[src/rtl/pciTgtPkg.sv]
package pciTgtPkg;
  localparam int AD_W = 32;
  localparam int BE_W = 4;
  localparam logic [BE_W-1:0] CMD_MEM_RD = 4'h6;
  localparam logic [BE_W-1:0] CMD_MEM_WR = 4'h7;

  typedef enum logic [2:0] {
    ST_IDLE, ST_DEC, ST_WAIT, ST_DATA, ST_TURN, ST_SKIP
  } tgtState_t;

  typedef struct packed {
    logic loadAddr;
    logic advance;
    logic pushWr;
    logic driveRd;
  } tgtStrobe_t;
endpackage

[src/rtl/tgtControl.sv]
module tgtControl
  import pciTgtPkg::*;
#(
  parameter logic [AD_W-1:0] BASE_ADDR    = 32'h4000_0000,
  parameter int              WIN_BITS     = 12,
  parameter int              LAT_W        = 4,
  parameter int              REGION_EXTRA = 2
) (
  input  logic             clk,
  input  logic             rstN,
  input  logic             frameN,
  input  logic             irdyN,
  input  logic [AD_W-1:0]  adIn,
  input  logic [BE_W-1:0]  cbeN,
  input  logic [LAT_W-1:0] latIn,
  input  logic             regionSel,
  input  logic             fifoFull,
  output tgtStrobe_t       strobe,
  output logic             devselN,
  output logic             trdyN,
  output logic             ctlOe
);
  localparam int CNT_W   = LAT_W + 2;
  localparam int MIN_LAT = 3;

  tgtState_t        state, stateNext;
  logic             isWrite;
  logic [CNT_W-1:0] waitCnt;
  logic             cmdOk, addrOk, claim;
  logic [CNT_W-1:0] totalLat;

  assign cmdOk    = (cbeN == CMD_MEM_RD) || (cbeN == CMD_MEM_WR);
  assign addrOk   = adIn[AD_W-1:WIN_BITS] == BASE_ADDR[AD_W-1:WIN_BITS];
  assign claim    = cmdOk && addrOk;
  assign totalLat = CNT_W'(latIn) + (regionSel ? CNT_W'(REGION_EXTRA) : '0);

  always_comb begin
    stateNext = state;
    case (state)
      ST_IDLE: if (!frameN) stateNext = claim ? ST_DEC : ST_SKIP;
      ST_DEC:  stateNext = ST_WAIT;
      ST_WAIT: if (waitCnt == '0) stateNext = ST_DATA;
      ST_DATA: if (strobe.advance && frameN) stateNext = ST_TURN;
      ST_TURN: stateNext = ST_IDLE;
      ST_SKIP: if (frameN && irdyN) stateNext = ST_IDLE;
      default: stateNext = ST_IDLE;
    endcase
  end

  always_ff @(posedge clk or negedge rstN) begin
    if (!rstN) begin
      state   <= ST_IDLE;
      isWrite <= 1'b0;
      waitCnt <= '0;
    end else begin
      state <= stateNext;
      if (strobe.loadAddr) isWrite <= (cbeN == CMD_MEM_WR);
      if (state == ST_DEC) begin
        if (isWrite || totalLat <= CNT_W'(MIN_LAT)) waitCnt <= '0;
        else waitCnt <= totalLat - CNT_W'(MIN_LAT);
      end else if (state == ST_WAIT && waitCnt != '0) begin
        waitCnt <= waitCnt - 1'b1;
      end
    end
  end

  assign trdyN   = !(state == ST_DATA && (!isWrite || !fifoFull));
  assign devselN = !(state == ST_WAIT || state == ST_DATA);
  assign ctlOe   = (state == ST_WAIT) || (state == ST_DATA) || (state == ST_TURN);

  assign strobe.loadAddr = (state == ST_IDLE) && !frameN && claim;
  assign strobe.advance  = (state == ST_DATA) && !irdyN && !trdyN;
  assign strobe.pushWr   = strobe.advance && isWrite;
  assign strobe.driveRd  = (state == ST_DATA) && !isWrite;
endmodule

[src/rtl/tgtDatapath.sv]
module tgtDatapath
  import pciTgtPkg::*;
#(
  parameter int DEPTH = 8
) (
  input  logic            clk,
  input  logic            rstN,
  input  tgtStrobe_t      strobe,
  input  logic [AD_W-1:0] adIn,
  input  logic [BE_W-1:0] cbeN,
  input  logic [AD_W-1:0] rdData,
  input  logic            drnReady,
  output logic [AD_W-1:0] rdAddr,
  output logic [AD_W-1:0] adOut,
  output logic            adOe,
  output logic            parOut,
  output logic            parOe,
  output logic            fifoFull,
  output logic            drnValid,
  output logic [AD_W-1:0] drnAddr,
  output logic [AD_W-1:0] drnData,
  output logic [BE_W-1:0] drnBe
);
  localparam int PTR_W   = (DEPTH > 1) ? $clog2(DEPTH) : 1;
  localparam int CNT_W   = $clog2(DEPTH + 1);
  localparam int ENTRY_W = 2 * AD_W + BE_W;

  logic [AD_W-1:0]    curAddr;
  logic [ENTRY_W-1:0] fifoMem [DEPTH];
  logic [PTR_W-1:0]   wrPtr, rdPtr;
  logic [CNT_W-1:0]   count;
  logic               pop;

  function automatic logic [PTR_W-1:0] nextPtr(input logic [PTR_W-1:0] p);
    return (p == PTR_W'(DEPTH - 1)) ? '0 : p + 1'b1;
  endfunction

  always_ff @(posedge clk or negedge rstN) begin
    if (!rstN) curAddr <= '0;
    else if (strobe.loadAddr) curAddr <= {adIn[AD_W-1:2], 2'b00};
    else if (strobe.advance) curAddr <= curAddr + AD_W'(4);
  end

  assign pop      = drnValid && drnReady;
  assign fifoFull = count == CNT_W'(DEPTH);
  assign drnValid = count != '0;

  always_ff @(posedge clk) begin
    if (strobe.pushWr) fifoMem[wrPtr] <= {curAddr, adIn, ~cbeN};
  end

  always_ff @(posedge clk or negedge rstN) begin
    if (!rstN) begin
      wrPtr <= '0;
      rdPtr <= '0;
      count <= '0;
    end else begin
      if (strobe.pushWr) wrPtr <= nextPtr(wrPtr);
      if (pop) rdPtr <= nextPtr(rdPtr);
      count <= count + CNT_W'(strobe.pushWr) - CNT_W'(pop);
    end
  end

  assign {drnAddr, drnData, drnBe} = fifoMem[rdPtr];

  assign rdAddr = curAddr;
  assign adOe   = strobe.driveRd;
  assign adOut  = strobe.driveRd ? rdData : '0;

  always_ff @(posedge clk or negedge rstN) begin
    if (!rstN) begin
      parOut <= 1'b0;
      parOe  <= 1'b0;
    end else begin
      parOut <= ^{adOut, cbeN};
      parOe  <= adOe;
    end
  end
endmodule

[src/rtl/pciMemTarget.sv]
module pciMemTarget
  import pciTgtPkg::*;
#(
  parameter logic [31:0] BASE_ADDR    = 32'h4000_0000,
  parameter int          WIN_BITS     = 12,
  parameter int          FIFO_DEPTH   = 8,
  parameter int          LAT_W        = 4,
  parameter int          REGION_EXTRA = 2
) (
  input  logic             clk,
  input  logic             rstN,
  input  logic             frameN,
  input  logic             irdyN,
  input  logic [31:0]      adIn,
  input  logic [3:0]       cbeN,
  output logic [31:0]      adOut,
  output logic             adOe,
  output logic             parOut,
  output logic             parOe,
  output logic             devselN,
  output logic             trdyN,
  output logic             ctlOe,
  input  logic [LAT_W-1:0] latIn,
  input  logic             regionSel,
  output logic [31:0]      rdAddr,
  input  logic [31:0]      rdData,
  output logic             drnValid,
  input  logic             drnReady,
  output logic [31:0]      drnAddr,
  output logic [31:0]      drnData,
  output logic [3:0]       drnBe
);
  tgtStrobe_t strobe;
  logic       fifoFull;

  tgtControl #(
    .BASE_ADDR(BASE_ADDR), .WIN_BITS(WIN_BITS),
    .LAT_W(LAT_W), .REGION_EXTRA(REGION_EXTRA)
  ) i_control (
    .clk(clk), .rstN(rstN), .frameN(frameN), .irdyN(irdyN),
    .adIn(adIn), .cbeN(cbeN), .latIn(latIn), .regionSel(regionSel),
    .fifoFull(fifoFull), .strobe(strobe),
    .devselN(devselN), .trdyN(trdyN), .ctlOe(ctlOe)
  );

  tgtDatapath #(.DEPTH(FIFO_DEPTH)) i_datapath (
    .clk(clk), .rstN(rstN), .strobe(strobe), .adIn(adIn), .cbeN(cbeN),
    .rdData(rdData), .drnReady(drnReady), .rdAddr(rdAddr),
    .adOut(adOut), .adOe(adOe), .parOut(parOut), .parOe(parOe),
    .fifoFull(fifoFull), .drnValid(drnValid), .drnAddr(drnAddr),
    .drnData(drnData), .drnBe(drnBe)
  );
endmodule

[config.mk]
export PLATFORM = sky130hd
export DESIGN_NAME = pciMemTarget
export DESIGN_NICKNAME = d
export VERILOG_FILES = /design/src/rtl/pciTgtPkg.sv /design/src/rtl/tgtControl.sv /design/src/rtl/tgtDatapath.sv /design/src/rtl/pciMemTarget.sv
export SDC_FILE = /design/constraint.sdc
export NUM_CORES = 1
export LEC_CHECK = 0
export CORE_UTILIZATION = 63
export CTS_CLUSTER_SIZE = 12
export DETAILED_ROUTE_END_ITERATION = 8
export DONT_BUFFER_PORTS = 1
export HOLD_SLACK_MARGIN = 0.15
export PLACE_DENSITY = 0.88
export SYNTH_ARGS = -nofsm -noshare
export SYNTH_HDL_FRONTEND = slang
export SYNTH_SLANG_ARGS = --single-unit
export TNS_END_PERCENT = 10
[constraint.sdc]
create_clock -name clk -period 11 [get_ports clk]
set_clock_uncertainty 0.2 [all_clocks]
set_input_delay 2.2 -clock clk [delete_from_list [all_inputs] [get_ports clk]]
set_output_delay 2.2 -clock clk [all_outputs]
set_load 0.03 [all_outputs]
After elaboration in Yosys (flattened, before gate mapping)
Memory sizes are Yosys's and may differ from the RTL's. Cells that the tools add are included.

Add/subtract/negate cells: 8. Multiply operators: 0. Divide/modulo/power cells: 0. Order comparisons: 1. Equality and inequality tests: 15. Shift-type cells: 0. Multiplexer cells: 17. Bitwise operators: 1. Reduce and logical (&&, ||, !) cells: 31.

Operators by type and width (number): $mux W32 (3); $reduce_xor A36 Y1 (1); $add A32 B3 Y32 const B (1); $mux W3 (7); $eq A20 B19 Y1 const B (1); $mux W6 (3); $pmux W3 S5 (1); $eq A3 B3 Y1 const B (4); $logic_and A1 B1 Y1 (12); $eq A4 B3 Y1 const B (2); $add A3 B1 Y3 const B (2); $add A4 B6 Y6 (1); $eq A3 B2 Y1 const B (2); $le A6 B2 Y1 const B (1); $logic_not A1 Y1 (6); $logic_not A6 Y1 (1); $ne A2 B1 Y1 const B (3); $reduce_bool A6 Y1 (1); $sub A6 B1 Y6 const B (1); $sub A6 B2 Y6 const B (1); $logic_or A1 B1 Y1 (5); $add A4 B1 Y4 (1); $eq A4 B4 Y1 const B (1); $not A4 Y4 (1); other kinds (9) (11).

Bits in registers: 54. Bits in latches: 0. Bits in writable memories: 544. Bits in read-only memories: 0. Input bits: 78. Output and inout bits: 139. Word-level logic and storage cells: 83. Memories: 1.

Memories: i_datapath.fifoMem (depth 8, width 68, rd ports 1, clocked after Yosys merged registers in 0, write ports 1, line tgtDatapath.sv:29) `logic [ENTRY_W-1:0] fifoMem [DEPTH];`.

Depth between registers and ports, before layout
Gate-level depths: netlist of the first run.

Depth after elaboration: 8. Depth in mapped cells: 11. Mapped depth without buffers: 11.

Modules after synthesis
From an unflattened synthesis of the first run, not the netlist that was laid out.

Cell total of the unflattened synthesis: 1191. Area total of the unflattened synthesis: 23592.6 µm².

By module, submodules not included: tgtDatapath (times used 1, cells each 1085, area each 22612.9 µm², seq. area each 16906.2 µm²); tgtControl (times used 1, cells each 106, area each 979.7 µm², seq. area each 250.2 µm²).

Worst setup path before layout of the first run
No wires, ideal clock.

Kind: in2reg. Start point: in irdyN. End point: mem i_datapath.fifoMem[2][0] (netlist name) (enable). Setup time: 676 ps. Data arrival time: 9472 ps. Data required time: 10124 ps. Setup slack: 653 ps. Stages: 3. Buffers on the path: 0. Path through: nor2_2 > nand2_1 > nor4b_1.

Word-level cells in the longest chain between the ends: 6.

Ends and longest elaborated chain: start, declared (line pciMemTarget.sv:13) `input logic irdyN,`; $logic_not A1 Y1 (line tgtControl.sv:72) `assign strobe.advance = (state == ST_DATA) && !irdyN && !trdyN;`; $logic_and A1 B1 Y1 (2 in series) (line tgtControl.sv:72); $logic_and A1 B1 Y1 (line tgtControl.sv:73) `assign strobe.pushWr = strobe.advance && isWrite;`; $mux W1 (line tgtDatapath.sv:49) `if (strobe.pushWr) fifoMem[wrPtr] <= {curAddr, adIn, ~cbeN};`; $mux W1 (implied by the code) (line tgtDatapath.sv:49); end, declared (line tgtDatapath.sv:29).

No other way between the ends.

Worst setup path in the final report of the first run
Start point: reg i_datapath.rdPtr[0]. End point: out drnAddr[25].

Word-level cells in the longest chain between the ends: 1.

Ends and longest elaborated chain: start, declared (line tgtDatapath.sv:30) `logic [PTR_W-1:0] wrPtr, rdPtr;`; start signal, assigned (line tgtDatapath.sv:59) `if (pop) rdPtr <= nextPtr(rdPtr);`; $mem_v2 Z8 W68; end, declared (line pciMemTarget.sv:29) `output logic [31:0] drnAddr,`.

No other way between the ends.

==> reports/metrics.yaml, run 1 <==
status: "finished, final reports clean"
start_util: 0.641
h-tree-depth: 2
final.setup.tns_ns: 0
cp.arrival_ns: 3.59
synthFlopType: "edfxtp_1"
synth_compound_area_frac: 0.0227
syn_area_mm2: 0.0235
die_y_um: 195
slew_viol_final: 0
hold_viol_final: 0
ys_warn_count: 0
clockBufferDepth: 3
maxCapViolations: 0
worstRegToRegCells: 10
fin_nets: 1310
yosys.cell_types.count: 55
fin_crit_ns: 5.99
finalInstanceArea_mm2: 0.0258
yosys.area_share.simple: 0.0380
portBuffers: 0
p_leak_uw: 0.00860
vias_per_cell: 6.72
start_kind: "register"
clk_latency_ns: 0.62
ff2ff_setup_slack_ns: 6.97
critical_path_class: "register to primary output"
antenna_found_initial: 1
cts_tree: "built"
die-area_mm2: 0.0380
synth_mux_area_frac: 0.163
synth_fa_ha_area_frac: 0.0110
ys_ff_latch: 580
finalSetupViolCount: 0
cts_made_buffers: 57
finalPower_uw: 6380
dr_total_vias: 11600
wire_per_inst_um: 29.3
synth_area_per_cell_um2: 19.9
drc: 0
postPlaceCellArea_mm2: 0.0240
drtIter0Drc: 1194
required_ns: 8.60
hold_path.class: "register to register"
core_mm2: 0.0366
rows: 70
max_slew_margin: 0.217
cts.sinks: 580
grt_pass1_vias: 12300
gp_congestion: 0.816
yosysSeqAreaShare: 0.731
grt_pass1_wl_um: 76600
overflow: 0
root_buffer: "clkbuf_16"
area_growth_pct: 9.98
fmax_mhz: 167
clkTransAtPathRegs_ns: 0.05
fin_util: 0.705
post_cts_buffers: 0
ioPinCount: 217
yosys.area.top_type: "edfxtp_1"
final_antenna_net_count: 0
fin_crit_sh: 0.544
synth_xor_area_frac: 0.0187
async_flop_share: 0.0897
path_max_fanout: 55
wirelength_um: 50600
hpwl_um: 27500
grt_max_degree: 79
min_to: "i_control.waitCnt[1]"
synthCells: 1181
rsz0062_at_grt: "false"
die_x_um: 195
powerDensity_mw_per_mm2: 247
synth.area.top_cells: "edfxtp_1 (68%), mux4_2 (13%), dfrtp_1 (5.5%)"
netlist.area_leader.share: 0.676
n_antenna_cell: 0
post_cts_resized: 0
hold-path-cell-count: 2
timing.rr.start: "i_control.state[2]"
reg2reg_to: "i_datapath.fifoMem[6][7]"
first_pass_iters: 6
synth_edf_count: 528
drive_above_1_share: 0.267
tightest_slew_ns: 1.17
worst_slack_ns: 5.01
hold_buffers: 0
cp-end-kind: "primary output"
synth_top_family_by_area: "multiplexers"
ir_drop_v: 0.000162
pre_cts_slack_ns: 5.52
hold_start: "i_control.waitCnt[1]"
grtUsageTotal: 0.277
-- stage by stage --
step | cells | hold slack [ns]
3_3_place_gp | 1621 | 0.312
2_1_floorplan | 1184 | 0.287
6_report | 1728 | 0.333
5_1_grt | 1728 | 0.374
4_1_cts | 1728 | 0.330
3_5_place_dp | 1621 | 0.316
-- layout by cell type, fill, tap and decap left out, types with 5 or more instances in the layout --
cell type  count
mux2_2        76
and2_1        33
clkbuf_16     58
clkbuf_1      34
nand2_1       31
nor2_1        31
xnor2_1       37
ha_1          19
a21o_1         5
nand4_1       10
dfrtp_1       49
buf_4         27
nand3_1       18
a31oi_1        7
o21ai_0       28
xor2_1        13
inv_1         20
mux4_2       132
edfxtp_1     528
a21oi_1       18
clkbuf_8       8
-- Yosys cell counts (10+ instances only) --
library cell / number
edfxtp_1: 528
mux4_2: 132
mux2_2: 76
dfrtp_1: 52
xnor2_1: 37
and2_1: 33
nor2_1: 32
nand2_1: 31
o21ai_0: 28
clkbuf_1: 27
inv_1: 20
buf_2: 19
ha_1: 19
a21oi_1: 18
nand3_1: 18
xor2_1: 13
nand4_1: 10
-- how the worst max path moves through the flow --
stage,from,end,cells past startpoint
2_1_floorplan,irdyN,i_datapath.fifoMem[2][0],3
3_3_place_gp,i_datapath.rdPtr[0],drnAddr[26],3
3_5_place_dp,i_datapath.rdPtr[0],drnData[5],3
4_1_cts,i_datapath.rdPtr[0],drnData[14],3
5_1_grt,i_datapath.rdPtr[0],drnData[3],3
6_report,i_datapath.rdPtr[0],drnAddr[25],3
-- cell type report --
cell class,count,area (um^2)
tap,468,586
clock buffer,100,1690
inverter,20,75.1
clock inverter,7,75.1
sequential,580,17200
multi-input combinational,526,6010
fill,2104,10800
timing repair buffer,27,203
-- where the power goes --
part	total (uW)	switching, uW	internal (uW)
combinational	1740	1010	723
clock	1850	790	1060
sequential	2790	240	2550
-- routing by layer --
layer	track usage	wire, um
met5	0	13
met4	0.101	1560
met3	0.0608	4640
met2	0.458	25500
met1	0.368	18900
-- worst max-delay path, stage by stage (launching register included) --
cell and delay, ns:
dfrtp_4 0.99, buf_4 0.90, mux4_2 0.62, mux2_2 0.38
-- cell families after synthesis --
group | after synthesis
buf+inv | 78
mux | 208
compound gates | 84
simple gates | 160
xor+xnor | 50
flops | 580
other cells | 1
fa+ha+maj | 20
-- sequential cells by signal (all words and copies together), names as in the netlist --
register and count:
i_control.state 3, i_datapath.parOe 1, i_datapath.wrPtr 3, i_control.isWrite 1, i_datapath.rdAddr 30, i_control.waitCnt 6, i_datapath.parOut 1, i_datapath.fifoMem 528
i_datapath.rdPtr 3, i_datapath.count 4
No activity file was read; power rests on OpenSTA's default activity.
==> run 2, diff against run 1 <==
CORE_UTILIZATION = 57   (was 63)
PLACE_DENSITY = 0.84   (was 0.88)
clock period = 5.28 ns   (was 11 ns; I/O delays follow)
==> run 2 against run 1 <==
Sequential share of layout area is 0.21 points lower. First-iteration DRC count is 13% lower. Clock power is 97% higher. Largest power group unchanged. Largest cell class unchanged. Critical endpoint is now drnAddr[29]. Via count is 3.2% lower. Non-clock buffer count is 2 higher. Routed wire length is 5.8% lower. Sequential power is 110% higher. Utilization is 6.1 points lower. Final area is 0.31% higher. Hold slack better by 0.012 ns.
==> reports/metrics.yaml, run 2 (synthesis gave the netlist of run 1 again) <==
status: "finished, final reports clean"
gp_congestion: 0.810
vias_per_cell: 6.31
cts.sinks: 580
combPwrFrac: 0.281
intPower_uw: 8930
hold_viol_final: 0
area_growth_pct: 10.3
portBuffers: 0
root_buffer: "clkbuf_16"
nFillCells: 2623
post_cts_resized: 0
pre_cts_slack_ns: 1.41
fin_crit_sh: 0.792
fmax_mhz: 239
start_kind: "register"
n_antenna_cell: 0
hpwl_um: 27300
start_util: 0.584
grt_max_degree: 58
slew_viol_final: 0
clockBufferDepth: 3
p_sw_frac: 0.319
cts_tree: "built"
wirelength_um: 47700
max_slew_margin: 0.0365
clkTransAtPathRegs_ns: 0.06
die-area_mm2: 0.0420
p_leak_uw: 0.00859
hold_buffers: 2
critical_path_class: "register to primary output"
drive_above_1_share: 0.262
largest_register: "i_datapath.fifoMem"
core_mm2: 0.0402
wire_per_inst_um: 26.7
cts_made_buffers: 57
fin_nets: 1312
grt_pass1_wl_um: 71700
hold_path.class: "register to register"
fin_crit_ns: 4.18
rsz0062_at_grt: "false"
grtUsageTotal: 0.234
worst_slack_ns: 1.10
ioPinCount: 217
rows: 73
ir_drop_v: 0.000328
p_clk_frac: 0.278
powerDensity_mw_per_mm2: 507
h-tree-depth: 2
p_sw_uw: 4190
overflow: 0
cp.arrival_ns: 2.93
maxCapViolations: 0
largest_reg_flops: 528
post_cts_buffers: 0
seq_area_mm2: 0.0172
antenna_found_initial: 0
die_x_um: 205
finalInstanceArea_mm2: 0.0259
grt_pass1_vias: 11900
dr_total_vias: 11200
finalPower_uw: 13100
path_max_fanout: 45
layout_commonest_cell: "edfxtp_1"
cp-end-kind: "primary output"
multiInputGateArea_mm2: 0.00604
required_ns: 4.02
die_y_um: 205
clk_latency_ns: 0.58
drtIter0Drc: 1034
final_antenna_net_count: 0
layout_common_cells: "edfxtp_1 (528), mux4_2 (132), mux2_2 (76)"
drc: 0
pwr-share-seq: 0.441
postPlaceCellArea_mm2: 0.0242
first_pass_iters: 6
finalSetupViolCount: 0
tightest_slew_ns: 1.44
## run 2: path summary, 6_finish.rpt
check | slack (ns) | start | depth (start not counted) | endpoint
hold reg to reg | 0.35 | i_control.waitCnt[1] | 2 | i_control.waitCnt[1]
hold / removal | 0.35 | i_control.waitCnt[1] | 2 | i_control.waitCnt[1]
min in group asynchronous | 0.81 | rstN | 2 | i_datapath.rdAddr[26]
setup / recovery | 1.10 | i_datapath.rdPtr[0] | 3 | drnAddr[29]
max in group asynchronous | 3.80 | rstN | 2 | i_datapath.rdPtr[2]
setup reg to reg | 1.66 | i_control.state[2] | 9 | i_datapath.fifoMem[6][28]
## run 2: per-stage QoR
stage          std cells  utilization  hold slack (ns)  TNS (ns)
5_1_grt             1783        0.644            0.337         0
3_3_place_gp        1678        0.602            0.314         0
3_5_place_dp        1678        0.602            0.340         0
4_1_cts             1783        0.644            0.344         0
2_1_floorplan       1184            -            0.287   -613.99
6_report            1783        0.644            0.345         0
## run 2: worst max-delay path, cell delays in order, from the launching register on
cell     delay [ns]
dfrtp_4        0.88
buf_12         0.41
mux4_2         0.59
mux2_2         0.38
## run 2: metal layers
layer	global-route usage	share of wire	up-vias
met1	0.306	0.39	5849
met2	0.391	0.51	489
li1	-	-	4822
met5	0	0	-
met3	0.0577	0.085	84
met4	0.0675	0.020	0
## run 2: cell type report
class,instances,area share
clock inverters,10,0.00300
repair buffers,29,0.0112
multi-input cells,526,0.233
well taps,525,0.0254
inverters,20,0.00290
flip-flops and latches,580,0.663
clock buffers,93,0.0611
## run 2: power by group through the flow
stage | registers, uW | clock network, uW | logic, uW
floorplan | 5580 | 0 | 3260
global placement | 5850 | 0 | 3660
detailed placement | 5880 | 0 | 3710
CTS | 5790 | 3700 | 3750
global route | 5830 | 3880 | 3930
finish | 5780 | 3650 | 3690
==> run 3, diff against run 2 <==
CORE_UTILIZATION = 63   (was 57)
PLACE_DENSITY = 0.88   (was 0.84)
clock period = 4.1 ns   (was 5.28 ns; I/O delays follow)
==> run 3 against run 2 <==
Count of clock-buffer cells in the layout fell by 11. Power rose by 30%. Sequential share of layout area fell by 1.0 points. Sequential cell count did not move. Critical endpoint is now drnAddr[18]. Final area rose by 1.6%. Clock power rose by 28%. Via count rose by 4.5%. First-iteration DRC count rose by 25%. Global-route usage rose by 3.6 points. Sequential power rose by 28%. Final cell count fell by 1.3%. Non-clock buffer count rose by 41.
==> reports/metrics.yaml, run 3 (synthesis gave the netlist of run 1 again) <==
status: "finished, final reports clean"
die_x_um: 195
cts.sinks: 580
start_util: 0.641
grtUsageTotal: 0.270
fin_crit_ns: 3.72
first_pass_iters: 5
drc: 0
slew_viol_final: 0
grt_pass1_wl_um: 75600
p_clk_frac: 0.274
core_mm2: 0.0366
area_growth_pct: 12.1
path_max_fanout: 46
nFillCells: 2014
antenna_found_initial: 2
rsz0062_at_grt: "false"
fin_crit_sh: 0.907
critical_path.max_stage_delay_ns: 0.88
finalSetupViolCount: 0
cp.arrival_ns: 2.70
post_cts_resized: 0
cp-end-kind: "primary output"
layout_common_cells: "edfxtp_1 (528), mux4_2 (132), mux2_2 (76)"
rows: 70
cts_made_buffers: 57
required_ns: 3.08
ioPinCount: 217
pwr-share-seq: 0.432
grt_max_degree: 67
cpLargestDelayFamily: "flip-flops"
fmax_mhz: 269
intPower_uw: 11500
cp_num_buf_inv: 1
grt_pass1_vias: 12300
largest_register: "i_datapath.fifoMem"
cp_slowest_cell: "dfrtp_4"
hold_viol_final: 0
drive_above_1_share: 0.265
hold_buffers: 34
start_kind: "register"
postPlaceCellArea_mm2: 0.0243
layout_commonest_cell: "edfxtp_1"
powerDensity_mw_per_mm2: 649
cts_tree: "built"
drtIter0Drc: 1290
p_leak_uw: 0.00880
vias_per_cell: 6.67
final.setup.tns_ns: 0
wirelength_um: 50300
fin_nets: 1353
dr_total_vias: 11700
die_y_um: 195
finalInstanceArea_mm2: 0.0263
path_cells: "buf_4 -> mux4_2 -> mux2_2"
overflow: 0
wire_per_inst_um: 28.6
combPwrFrac: 0.294
clkTransAtPathRegs_ns: 0.06
hold_path.class: "input pin to register"
critical_path_class: "register to primary output"
clockBufferDepth: 3
p_sw_frac: 0.326
final_antenna_net_count: 0
root_buffer: "clkbuf_16"
die-area_mm2: 0.0380
post_cts_buffers: 0
tightest_slew_ns: 1.35
largest_reg_flops: 528
ir_drop_v: 0.000386
fin_util: 0.718
clk_latency_ns: 0.60
hpwl_um: 27000
max_slew_margin: 0.0997
gp_congestion: 0.808
maxCapViolations: 0
h-tree-depth: 2
portBuffers: 0
p_sw_uw: 5570
-- run 3: cell types whose count changed in the layout (fill, tap and decap cells not counted), sizes merged --
cell | previous run | this run
clkinv | 7 | 8
clkbuf | 93 | 82
dlygate4sd3 | 1 | 33
bufinv | 1 | 0
buf | 28 | 37
diode | 0 | 3
clkinvlp | 0 | 1
-- run 3: worst paths after layout --
path	from	endpoint	slack [ns]	depth (start not counted)
setup / recovery	i_datapath.rdPtr[1]	drnAddr[18]	0.38	3
hold reg to reg	i_control.waitCnt[5]	i_control.waitCnt[5]	0.35	2
max in group asynchronous	rstN	i_datapath.rdPtr[0]	2.87	2
hold / removal	adIn[8]	i_datapath.rdAddr[8]	0.18	1
setup reg to reg	i_control.state[2]	i_datapath.rdAddr[13]	1.00	7
min in group asynchronous	rstN	i_datapath.parOe	0.55	2
-- run 3: stage by stage --
step / setup slack, ns / power, uW / cells / hold WS, ns
floorplan: -0.658 / 11400 / 1184 / 0.287
global placement: 0.635 / 12300 / 1630 / 0.318
detailed placement: 0.500 / 12500 / 1630 / 0.327
CTS: 0.351 / 17200 / 1757 / 0.169
global route: 0.308 / 17700 / 1760 / 0.175
finish: 0.381 / 17100 / 1760 / 0.183
-- run 3: metal layers --
metal | up-vias | part of all wire | track usage
met3 | 103 | 0.094 | 0.0618
met5 | - | 0 | 0
li1 | 4898 | - | -
met1 | 6079 | 0.38 | 0.368
met4 | 0 | 0.024 | 0.0840
met2 | 665 | 0.50 | 0.442
-- run 3: power groups by stage --
stage,Clock (uW),Sequential [uW],Combinational [uW]
6_report,4680,7370,5030
5_1_grt,4940,7410,5310
4_1_cts,4720,7370,5090
3_5_place_dp,0,7490,4970
3_3_place_gp,0,7450,4860
2_1_floorplan,0,7180,4230
-- run 3: layout make-up --
type / instances / area (um^2) / area share
tap: 468 / 586 / 0.0223
inverter: 20 / 75.1 / 0.00285
sequential: 580 / 17200 / 0.653
antenna: 3 / 7.51 / 0.000285
multi-input combinational: 526 / 6070 / 0.231
clock inverter: 11 / 86.3 / 0.00328
clock buffer: 82 / 1540 / 0.0586
timing repair buffer: 70 / 766 / 0.0291
